==> src/rtl/wdw_pkg.sv <==
package wdw_pkg;

    typedef enum logic [2:0] {
        A_LOAD  = 3'd0,
        A_COUNT = 3'd1,
        A_CTRL  = 3'd2,
        A_LOCK  = 3'd3,
        A_WIN   = 3'd4,
        A_FLAG  = 3'd5
    } wdw_addr_e;

    typedef struct packed {
        logic rst_en;
        logic irq_en;
        logic windowed;
        logic run;
    } wdw_ctrl_t;

    localparam int CTRL_W = $bits(wdw_ctrl_t);

    function automatic wdw_ctrl_t to_ctrl(input logic [CTRL_W-1:0] v);
        return wdw_ctrl_t'(v);
    endfunction

    function automatic logic hit(input logic en, input logic [2:0] a, input wdw_addr_e want);
        return en && (a == want);
    endfunction

endpackage

==> src/rtl/wdw_count.sv <==
module wdw_count
    import wdw_pkg::*;
#(
    parameter int CNT_W = 16
) (
    input  logic             clk,
    input  logic             rst,
    input  logic             tick,
    input  wdw_ctrl_t        ctrl,
    input  logic             svc,
    input  logic [CNT_W-1:0] load_val,
    input  logic [CNT_W-1:0] win_val,
    output logic [CNT_W-1:0] count_q,
    output logic             evt
);
    logic early;
    logic expire;

    always_comb begin
        early  = svc && ctrl.run && ctrl.windowed && (count_q > win_val);
        expire = tick && ctrl.run && !svc && (count_q == '0);
        evt    = early || expire;
    end

    always_ff @(posedge clk) begin
        if (rst)
            count_q <= '1;
        else if (svc || evt)
            count_q <= load_val;
        else if (ctrl.run && tick)
            count_q <= count_q - 1'b1;
    end
endmodule

==> src/rtl/wdw_regs.sv <==
module wdw_regs
    import wdw_pkg::*;
#(
    parameter int               CNT_W    = 16,
    parameter logic [CNT_W-1:0] LOCK_KEY = 16'h1ACC
) (
    input  logic             clk,
    input  logic             rst,
    input  logic             wr_en,
    input  logic [2:0]       addr,
    input  logic [CNT_W-1:0] wdata,
    input  logic             evt,
    output logic [CNT_W-1:0] load_q,
    output logic [CNT_W-1:0] win_q,
    output wdw_ctrl_t        ctrl_q,
    output logic             locked_q,
    output logic             flag_q,
    output logic             rst_req_q
);
    logic cfg_ok;
    assign cfg_ok = wr_en && !locked_q;

    always_ff @(posedge clk) begin
        if (rst) begin
            load_q    <= '1;
            win_q     <= '1;
            ctrl_q    <= '0;
            locked_q  <= 1'b0;
            flag_q    <= 1'b0;
            rst_req_q <= 1'b0;
        end else begin
            rst_req_q <= evt && ctrl_q.rst_en;
            if (hit(cfg_ok, addr, A_LOAD)) load_q <= wdata;
            if (hit(cfg_ok, addr, A_WIN))  win_q  <= wdata;
            if (hit(cfg_ok, addr, A_CTRL)) ctrl_q <= to_ctrl(wdata[CTRL_W-1:0]);
            if (hit(wr_en, addr, A_LOCK))  locked_q <= (wdata != LOCK_KEY);
            if (hit(wr_en, addr, A_FLAG) && wdata[0]) flag_q <= 1'b0;
            if (evt) begin
                ctrl_q.run <= 1'b0;
                if (ctrl_q.irq_en) flag_q <= 1'b1;
            end
        end
    end
endmodule

==> src/rtl/wdw_rdmux.sv <==
module wdw_rdmux
    import wdw_pkg::*;
#(
    parameter int CNT_W = 16
) (
    input  logic [2:0]       addr,
    input  logic [CNT_W-1:0] load_q,
    input  logic [CNT_W-1:0] count_q,
    input  logic [CNT_W-1:0] win_q,
    input  wdw_ctrl_t        ctrl_q,
    input  logic             locked_q,
    input  logic             flag_q,
    output logic [CNT_W-1:0] rdata
);
    always_comb begin
        rdata = '0;
        case (addr)
            A_LOAD:  rdata = load_q;
            A_COUNT: rdata = count_q;
            A_CTRL:  rdata[CTRL_W-1:0] = ctrl_q;
            A_LOCK:  rdata[0] = locked_q;
            A_WIN:   rdata = win_q;
            A_FLAG:  rdata[0] = flag_q;
            default: rdata = '0;
        endcase
    end
endmodule

==> src/rtl/wdw_win_top.sv <==
module wdw_win_top
    import wdw_pkg::*;
#(
    parameter int               CNT_W    = 16,
    parameter logic [CNT_W-1:0] LOCK_KEY = 16'h1ACC
) (
    input  logic             clk,
    input  logic             rst,
    input  logic             tick,
    input  logic             wr_en,
    input  logic [2:0]       addr,
    input  logic [CNT_W-1:0] wdata,
    output logic [CNT_W-1:0] rdata,
    output logic             rst_req,
    output logic             irq
);
    logic [CNT_W-1:0] load_q, win_q, count_q;
    wdw_ctrl_t        ctrl_q;
    logic             locked_q, flag_q, evt, svc;

    assign svc = hit(wr_en, addr, A_COUNT);

    wdw_regs #(.CNT_W(CNT_W), .LOCK_KEY(LOCK_KEY)) u_regs (
        .clk(clk), .rst(rst), .wr_en(wr_en), .addr(addr), .wdata(wdata),
        .evt(evt), .load_q(load_q), .win_q(win_q), .ctrl_q(ctrl_q),
        .locked_q(locked_q), .flag_q(flag_q), .rst_req_q(rst_req)
    );

    wdw_count #(.CNT_W(CNT_W)) u_count (
        .clk(clk), .rst(rst), .tick(tick), .ctrl(ctrl_q), .svc(svc),
        .load_val(load_q), .win_val(win_q), .count_q(count_q), .evt(evt)
    );

    wdw_rdmux #(.CNT_W(CNT_W)) u_rd (
        .addr(addr), .load_q(load_q), .count_q(count_q), .win_q(win_q),
        .ctrl_q(ctrl_q), .locked_q(locked_q), .flag_q(flag_q), .rdata(rdata)
    );

    assign irq = flag_q;
endmodule

==> config.mk <==
export PLATFORM = sky130hd
export DESIGN_NAME = wdw_win_top
export DESIGN_NICKNAME = d
export VERILOG_FILES = /design/src/rtl/wdw_pkg.sv /design/src/rtl/wdw_count.sv /design/src/rtl/wdw_regs.sv /design/src/rtl/wdw_rdmux.sv /design/src/rtl/wdw_win_top.sv
export SDC_FILE = /design/constraint.sdc
export NUM_CORES = 1
export LEC_CHECK = 0
export ABC_AREA = 1
export BUFFER_PORTS_ARGS = -buffer_cell sky130_fd_sc_hd__buf_2
export CAP_MARGIN = 20
export CORE_AREA = 2 2 116 107
export DETAILED_ROUTE_END_ITERATION = 10
export DIE_AREA = 0 0 118 109
export SETUP_SLACK_MARGIN = 0.15
export SLEW_MARGIN = 15
export SYNTH_ARGS = -nofsm -noshare
export SYNTH_HDL_FRONTEND = slang
export SYNTH_SLANG_ARGS = --single-unit
==> constraint.sdc <==
create_clock -name clk -period 1.64 [get_ports clk]
set_clock_uncertainty 0.1 [all_clocks]
set_input_delay 0.082 -clock clk [delete_from_list [all_inputs] [get_ports clk]]
set_output_delay 0.082 -clock clk [all_outputs]
set_load 0.05 [all_outputs]
==> results of run 1 <==
cells in the mapped netlist, drive strengths merged:
library cell  number  area (µm²)
o221ai            12         105
nor4               3        18.8
nand2            170         653
nand4             18         113
a21oi             13        65.1
ha                17         213
xor2               7        61.3
nand3             29         188
buf               10        53.8
o21ai              7        35.0
xnor2              1        8.76
a21o               1        7.51
nor3               3        15.0
clkinv             1        3.75
inv               76         285
nor2              32         153
dfxtp             55        1100
o211ai            32         240
o22ai              2        12.5
or2                2        12.5
clkbuf             9        33.8
o2111ai            3        26.3
logic make-up (layout without fill, tap and decap cells):
family                     count (synthesis)  after routing  synth area share
DFF                                       55             55             0.323
and+or+nand+nor                          257            257             0.338
adders and majority gates                 17             17            0.0625
AOI/OAI and AO/OA                         70             70             0.144
buffers and inverters                     96            225             0.111
xor gates and xnor gates                   8              8            0.0206
worst min-delay path: stages:
cell and delay, ns:
buf_2 0.09, inv_1 0.08, o211ai_1 0.10
metal layers:
layer  GRT usage  routed length (µm)
met5           0                   0
met4      0.0491                 216
met3      0.0220                 557
met2       0.316                5630
met1       0.232                5300
state kept, by name, summed over array words and instances, names as in the netlist:
register          flops
u_count.count_q      16
u_regs.ctrl_q         4
u_regs.rst_req_q      1
u_regs.load_q        16
u_regs.win_q         16
u_regs.flag_q         1
u_regs.locked_q       1
per-stage QoR:
| step | hold slack, ns | setup TNS (ns) | setup slack [ns] | cell area, µm² |
|---|---|---|---|---|
| finish | 0.00774 | -5.01 | -0.312 | 5310 |
| global route | 0.0260 | -6.75 | -0.398 | 5310 |
| floorplan | 0.0511 | -1.06 | -0.0892 | 3590 |
| detailed placement | 0.227 | -5.20 | -0.322 | 4480 |
| CTS | 0.0146 | -3.15 | -0.210 | 5100 |
| global placement | 0.217 | -4.47 | -0.273 | 4480 |
final timing paths:
check	depth (start not counted)	from	slack [ns]	end
setup / recovery	13	u_regs.win_q[6]$_SDFFE_PP1P_	-0.31	u_count.count_q[9]$_SDFFE_PP1P_
hold / removal	3	wdata[10]	0.008	u_regs.load_q[10]$_SDFFE_PP1P_
setup reg to reg	13	u_regs.win_q[6]$_SDFFE_PP1P_	-0.31	u_count.count_q[9]$_SDFFE_PP1P_
hold reg to reg	2	u_regs.ctrl_q[3]$_SDFFE_PP0P_	0.37	u_regs.rst_req_q$_SDFF_PP0_
area by class of cell:
type / instances / area [µm²]
tap: 160 / 200
clock inverter: 2 / 16.3
clock buffer: 6 / 139
fill: 1151 / 6430
inverter: 77 / 302
multi-input combinational: 352 / 2370
sequential: 55 / 1130
timing repair buffer: 140 / 1150
timing repair:
action                     CTS  global route
gates cloned                 0             1
setup buffers                6             7
setup endpoints to repair   26            35
hold buffers                15             0
hold endpoints to repair    29             0
gates resized for setup     74            50
pin swaps                   16            21
power by group:
group	switching [mW]	total [mW]	leakage [nW]	internal, mW
Sequential	0.0354	1.42	0.442	1.39
Clock	0.537	1.15	0.0731	0.613
Combinational	0.556	0.934	2.11	0.378
cells in the final DEF (no fill, tap or decap), types with 14 or more instances in the layout:
| cell type | count |
|---|---|
| dfxtp_1 | 35 |
| buf_6 | 17 |
| inv_2 | 24 |
| nand3_1 | 20 |
| nand2_1 | 140 |
| nor2_1 | 22 |
| dlygate4sd3_1 | 14 |
| buf_2 | 28 |
| inv_1 | 48 |
| dfxtp_2 | 18 |
| buf_4 | 73 |
| o211ai_1 | 32 |
| nand4_1 | 18 |
| nand2_2 | 25 |
==> impl_metrics.csv, run 1 <==
group,metric,value,unit
status,status,"finished, violations left",
finish,utilization,0.452,
drt,dr.pass1.iters,5,
cts,cts-root-buf,"clkbuf_16",
setup_path,crit_family,"simple AND/OR/NAND/NOR gates",
drt,vias,3869,
timing,setup_viol,19,
cts,cts_tree,"done",
logic_synthesis,syn_area,3400,µm²
die,io_pins,41,
cts,clk_pin_slew,0.07,ns
setup_path,path_cells,"inv_2 > ha_4 > nand2_4 > nor2_4 > nand4_1 > nor2_2 > nor2_4 > nand2_4 > nand3_4 > clkbuf_16 > nand2_2 > nand2_2 > nand3_2",
status,violations,"negative setup slack",
pwr,total_power,3.50,mW
logic_synthesis,ys_ff_latch,55,
timing,max_freq,512,MHz
die,dieArea,12900,µm²
cts,worstSkewPairLatency,0.30,ns
drt,routed_via_density,4.89,
setup_path,path_buf_inv,2,
timing,worstMarginPinSlew,1.05,ns
setup_path,cp-end-kind,"flop",
timing,slew_headroom,0.297,
die,start_util,0.290,
setup_path,worst_path_max_delay_cell,"dfxtp_2",
place,numPortBuffers,40,
flow_run,timing.max_cap.violations,0,
logic_synthesis,synth_nets,543,
cts,h-tree-depth,2,
drt,routed_wl,11.7,mm
timing,rsz0062_at_grt,"yes",
finish,final_cells,792,
setup_path,arrival,2.09,ns
finish,syn2layout_area_growth,56.1,%
die,core-area,11700,µm²
timing,slew_viol_final,0,
setup_path,cp.required,1.78,ns
setup_path,path_max_fanout,6,
timing,setup_ws,-0.312,ns
logic_synthesis,yosysWarnings,0,
timing,hold_viol_final,0,
place,place_inst,755,
grt,grt_pass1_wl,18.3,mm
die,die_w,118,µm
cts,cts_buffer_depth,2,
grt,grt_start_max_net_pins,52,
logic_synthesis,avgSynthCellArea,6.77,µm²
drt,wl_per_cell,14.8,µm
die,rows,38,
setup_path,critPathMaxStageDelay,0.34,ns
place,place_congestion,0.916,
drt,final_antenna_net_count,0,
drt,drc,0,
pwr,power_leakage,2.62,nW
cts,cts_sinks,55,
die,die_h,109,µm
finish,layout-drive-gt1-share,0.421,
grt,grt_overflow_total,0,
worst_hold_path,hp-class,"input port to flop",
timing,min_period,1.95,ns
finish,antennaDiodeCount,0,
logic_synthesis,synthCells,503,
grt,grt_pass1_vias,3685,
setup_path,crit_type,"flop to flop",
grt,antenna_found_initial,0,
timing,finalCritPeriodShare,1.19,
place,dp_hpwl,8.50,mm
pwr,vdd_drop_max,0.560,mV
setup_path,critPathLaunchType,"flop",
logic_synthesis,synth_cell_type_count,32,
drt,dr.first_iter.drc_count,282,
finish,fin_nets,671,
grt,grtUsageTotal,0.179,
pwr,pwr_density_cell,659,nW/µm²
logic_synthesis,ys_seq_area_frac,0.323,
cts,numCtsBuffers,5,
Note: power is estimated with default switching activity, not from simulation.
==> run 2: changes to the inputs <==
ABC_AREA = default   (was 1)
CORE_AREA = 2 2 114 105   (was 2 2 116 107)
DIE_AREA = 0 0 116 107   (was 0 0 118 109)
MAX_ROUTING_LAYER = met4   (was default)
==> run 2 against run 1 <==
  * The run still ends with negative setup slack left
  * Count of clock-buffer cells in the layout unchanged
  * Sequential share of layout area up 1.7 points
  * Setup slack worse by 0.070 ns
  * Clock power up 9.6%
  * Critical path depth down 6
  * Via count down 14%
  * Design area down 6.6%
  * Die area down 3.5%
  * Utilization down 0.97 points
  * Critical path type unchanged
==> impl_metrics.csv, run 2 <==
group,metric,value,unit
die,io_pins,41,
finish,final_cell_mix,"buf_4 (62), nand2_1 (47), mux2i_1 (34)",
cts,cts-root-buf,"clkbuf_16",
drt,routed_wl,11.0,mm
die,die_w,116,µm
cts,cts_sinks,55,
timing,slew_viol_final,0,
logic_synthesis,synth_top_cell_by_area,"dfxtp_1",
die,core-area,11200,µm²
drt,dr.first_iter.drc_count,272,
die,rows,37,
logic_synthesis,avgSynthCellArea,8.51,µm²
pwr,power_leakage,2.10,nW
setup_path,cp.required,1.71,ns
timing,slew_headroom,0.668,
timing,setup_viol,20,
place,numPortBuffers,40,
finish,final_cells,662,
grt,grt_overflow_total,0,
place,place_congestion,0.834,
die,die_h,107,µm
logic_synthesis,ys.flop_type,"dfxtp_1",
setup_path,crit_start,"u_regs.win_q[13]$_SDFFE_PP1P_",
place,dp_hpwl,7.35,mm
cts,h-tree-depth,2,
die,start_util,0.293,
timing,rsz0062_at_grt,"yes",
finish,layout-drive-gt1-share,0.431,
setup_path,r2r-start,"u_regs.win_q[13]$_SDFFE_PP1P_",
setup_path,critPathMaxStageDelay,0.56,ns
status,status,"finished, violations left",
logic_synthesis,yosysWarnings,0,
grt,grt_pass1_wl,17.3,mm
setup_path,path_max_fanout,2,
status,violations,"negative setup slack",
timing,max_freq,495,MHz
setup_path,critPathLaunchType,"flop",
logic_synthesis,post-synth-top-count-cell,"dfxtp_1",
flow_run,timing.max_cap.violations,0,
place,place_inst,623,
finish,fin_nets,545,
finish,syn2layout_area_growth,51.3,%
pwr,vdd_drop_max,0.365,mV
cts,clk_pin_slew,0.07,ns
place,post-place-ws,-0.395,ns
grt,antenna_found_initial,0,
grt,grt_pass1_vias,3263,
setup_path,crit_type,"flop to flop",
finish,utilization,0.443,
timing,min_period,2.02,ns
drt,vias,3320,
finish,top_regs,"u_count.count_q (16), u_regs.load_q (16), u_regs.win_q (16)",
cts,worstSkewPairLatency,0.30,ns
timing,finalCritPeriodShare,1.23,
drt,routed_via_density,5.02,
grt,grtUsageTotal,0.184,
cts,cts_buffer_depth,2,
logic_synthesis,synthCells,385,
timing,setup_ws,-0.382,ns
timing,hold_viol_final,0,
drt,wl_per_cell,16.6,µm
setup_path,path_cells,"inv_2 > ha_4 > nand4_1 > or4_4 > o2111ai_4 > or3_1 > o32ai_2",
logic_synthesis,synth_edf_count,0,
logic_synthesis,syn_area,3280,µm²
finish,antennaDiodeCount,0,
die,dieArea,12400,µm²
setup_path,cp-end-kind,"flop",
logic_synthesis,ys_seq_area_frac,0.336,
cts,numCtsBuffers,5,
logic_synthesis,synth_cell_type_count,55,
grt,grt_start_max_net_pins,32,
drt,final_antenna_net_count,0,
drt,drc,0,
setup_path,worst_path_max_delay_cell,"or4_4",
logic_synthesis,yosys.area.top_type_share,0.336,
pwr,pwr_density_cell,671,nW/µm²
worst_hold_path,hp-class,"input port to flop",
drt,dr.pass1.iters,4,
logic_synthesis,synth_nets,425,
logic_synthesis,synth.area.top_cells,"dfxtp_1 (34%), mux2i_1 (12%), ha_1 (6.5%)",
logic_synthesis,synth_common_cells,"dfxtp_1 (55), nand2_1 (47), nor2_1 (40), mux2i_1 (38), a21oi_1 (30)",
logic_synthesis,ys_async_sr_fraction,0,
timing,worstMarginPinSlew,0.492,ns
finish,layout_commonest_cell,"buf_4",
worst_hold_path,holdCritStartpoint,"wdata[15]",
logic_synthesis,ys_ff_latch,55,
setup_path,arrival,2.10,ns
cts,cts_tree,"done",
-- run 2: changes by cell type in the layout (fill, tap and decap cells not counted), moves of 10 or more --
cell      delta
nand2_1     -93
inv_1       -34
mux2i_1     +34
nand2_2     -25
inv_2       -20
nand3_1     -16
o211ai_1    -16
nand4_1     -13
a21oi_1     +11
buf_4       -11
buf_6       +11
nor3_2      +11
o221ai_2    -10
-- run 2: area by class of cell --
class                      count  area (µm²)
fill                        1047        6240
multi-input combinational    292        2280
sequential                    55        1140
timing repair buffer         132        1100
tap                          156         195
clock buffer                   6         139
inverter                      19        71.3
clock inverter                 2        35.0
-- run 2: logic make-up after synthesis --
group	count (synthesis)	synth area share
adders and majority gates	17	0.0649
buffers and inverters	41	0.0553
AOI/OAI and AO/OA	75	0.145
DFF	55	0.336
muxes	40	0.126
and+or+nand+nor	147	0.246
xor gates and xnor gates	10	0.0267
-- run 2: per-stage QoR --
stage / cell area [µm²] / TNS, ns / power, mW / hold WS (ns)
final: 4960 / -5.10 / 3.33 / 0.00835
after global routing: 4960 / -6.34 / 3.46 / 0.0120
after CTS: 4750 / -6.33 / 3.32 / 0.00493
after detailed placement: 4170 / -5.94 / 1.98 / 0.246
after global placement: 4170 / -5.30 / 1.98 / 0.228
after floorplan: 3380 / -3.39 / 1.78 / 0.106
-- run 2: path summary, 6_finish.rpt --
check                                       end  slack (ns)  cells past startpoint
setup reg to reg    u_regs.rst_req_q$_SDFF_PP0_       -0.38                      7
hold reg to reg   u_regs.load_q[5]$_SDFFE_PP1P_        0.39                      2
setup / recovery    u_regs.rst_req_q$_SDFF_PP0_       -0.38                      7
hold / removal    u_regs.win_q[15]$_SDFFE_PP1P_       0.008                      3
-- run 2: worst max-delay path, delay by kind of cell, from the launching register on --
family | cells | cell delay (ns)
flip-flops | 1 | 0.34
adder cells (fa/ha/maj) | 1 | 0.26
AO/OA/AOI/OAI | 2 | 0.28
AND/OR/NAND/NOR | 3 | 0.86
buffers and inverters | 1 | 0.05
-- run 2: metal layers --
metal	track usage	up-vias	routed length, µm
li1	-	1614	-
met1	0.257	1598	5110
met2	0.270	89	5090
met3	0.0277	19	497
met4	0.0646	0	295
met5	-	-	0
-- run 2: power breakdown --
| part | internal [mW] | switching [mW] |
|---|---|---|
| clock | 0.760 | 0.497 |
| sequential | 1.36 | 0.0224 |
| combinational | 0.285 | 0.409 |
| total | 2.40 | 0.928 |
-- run 2: repair_timing --
action,4_1_cts,5_1_grt
setup buffers,6,6
gates resized for setup,55,49
hold endpoints to repair,30,0
pin swaps,15,9
gates cloned,3,1
endpoints found under the setup margin,37,50
hold buffers,15,0
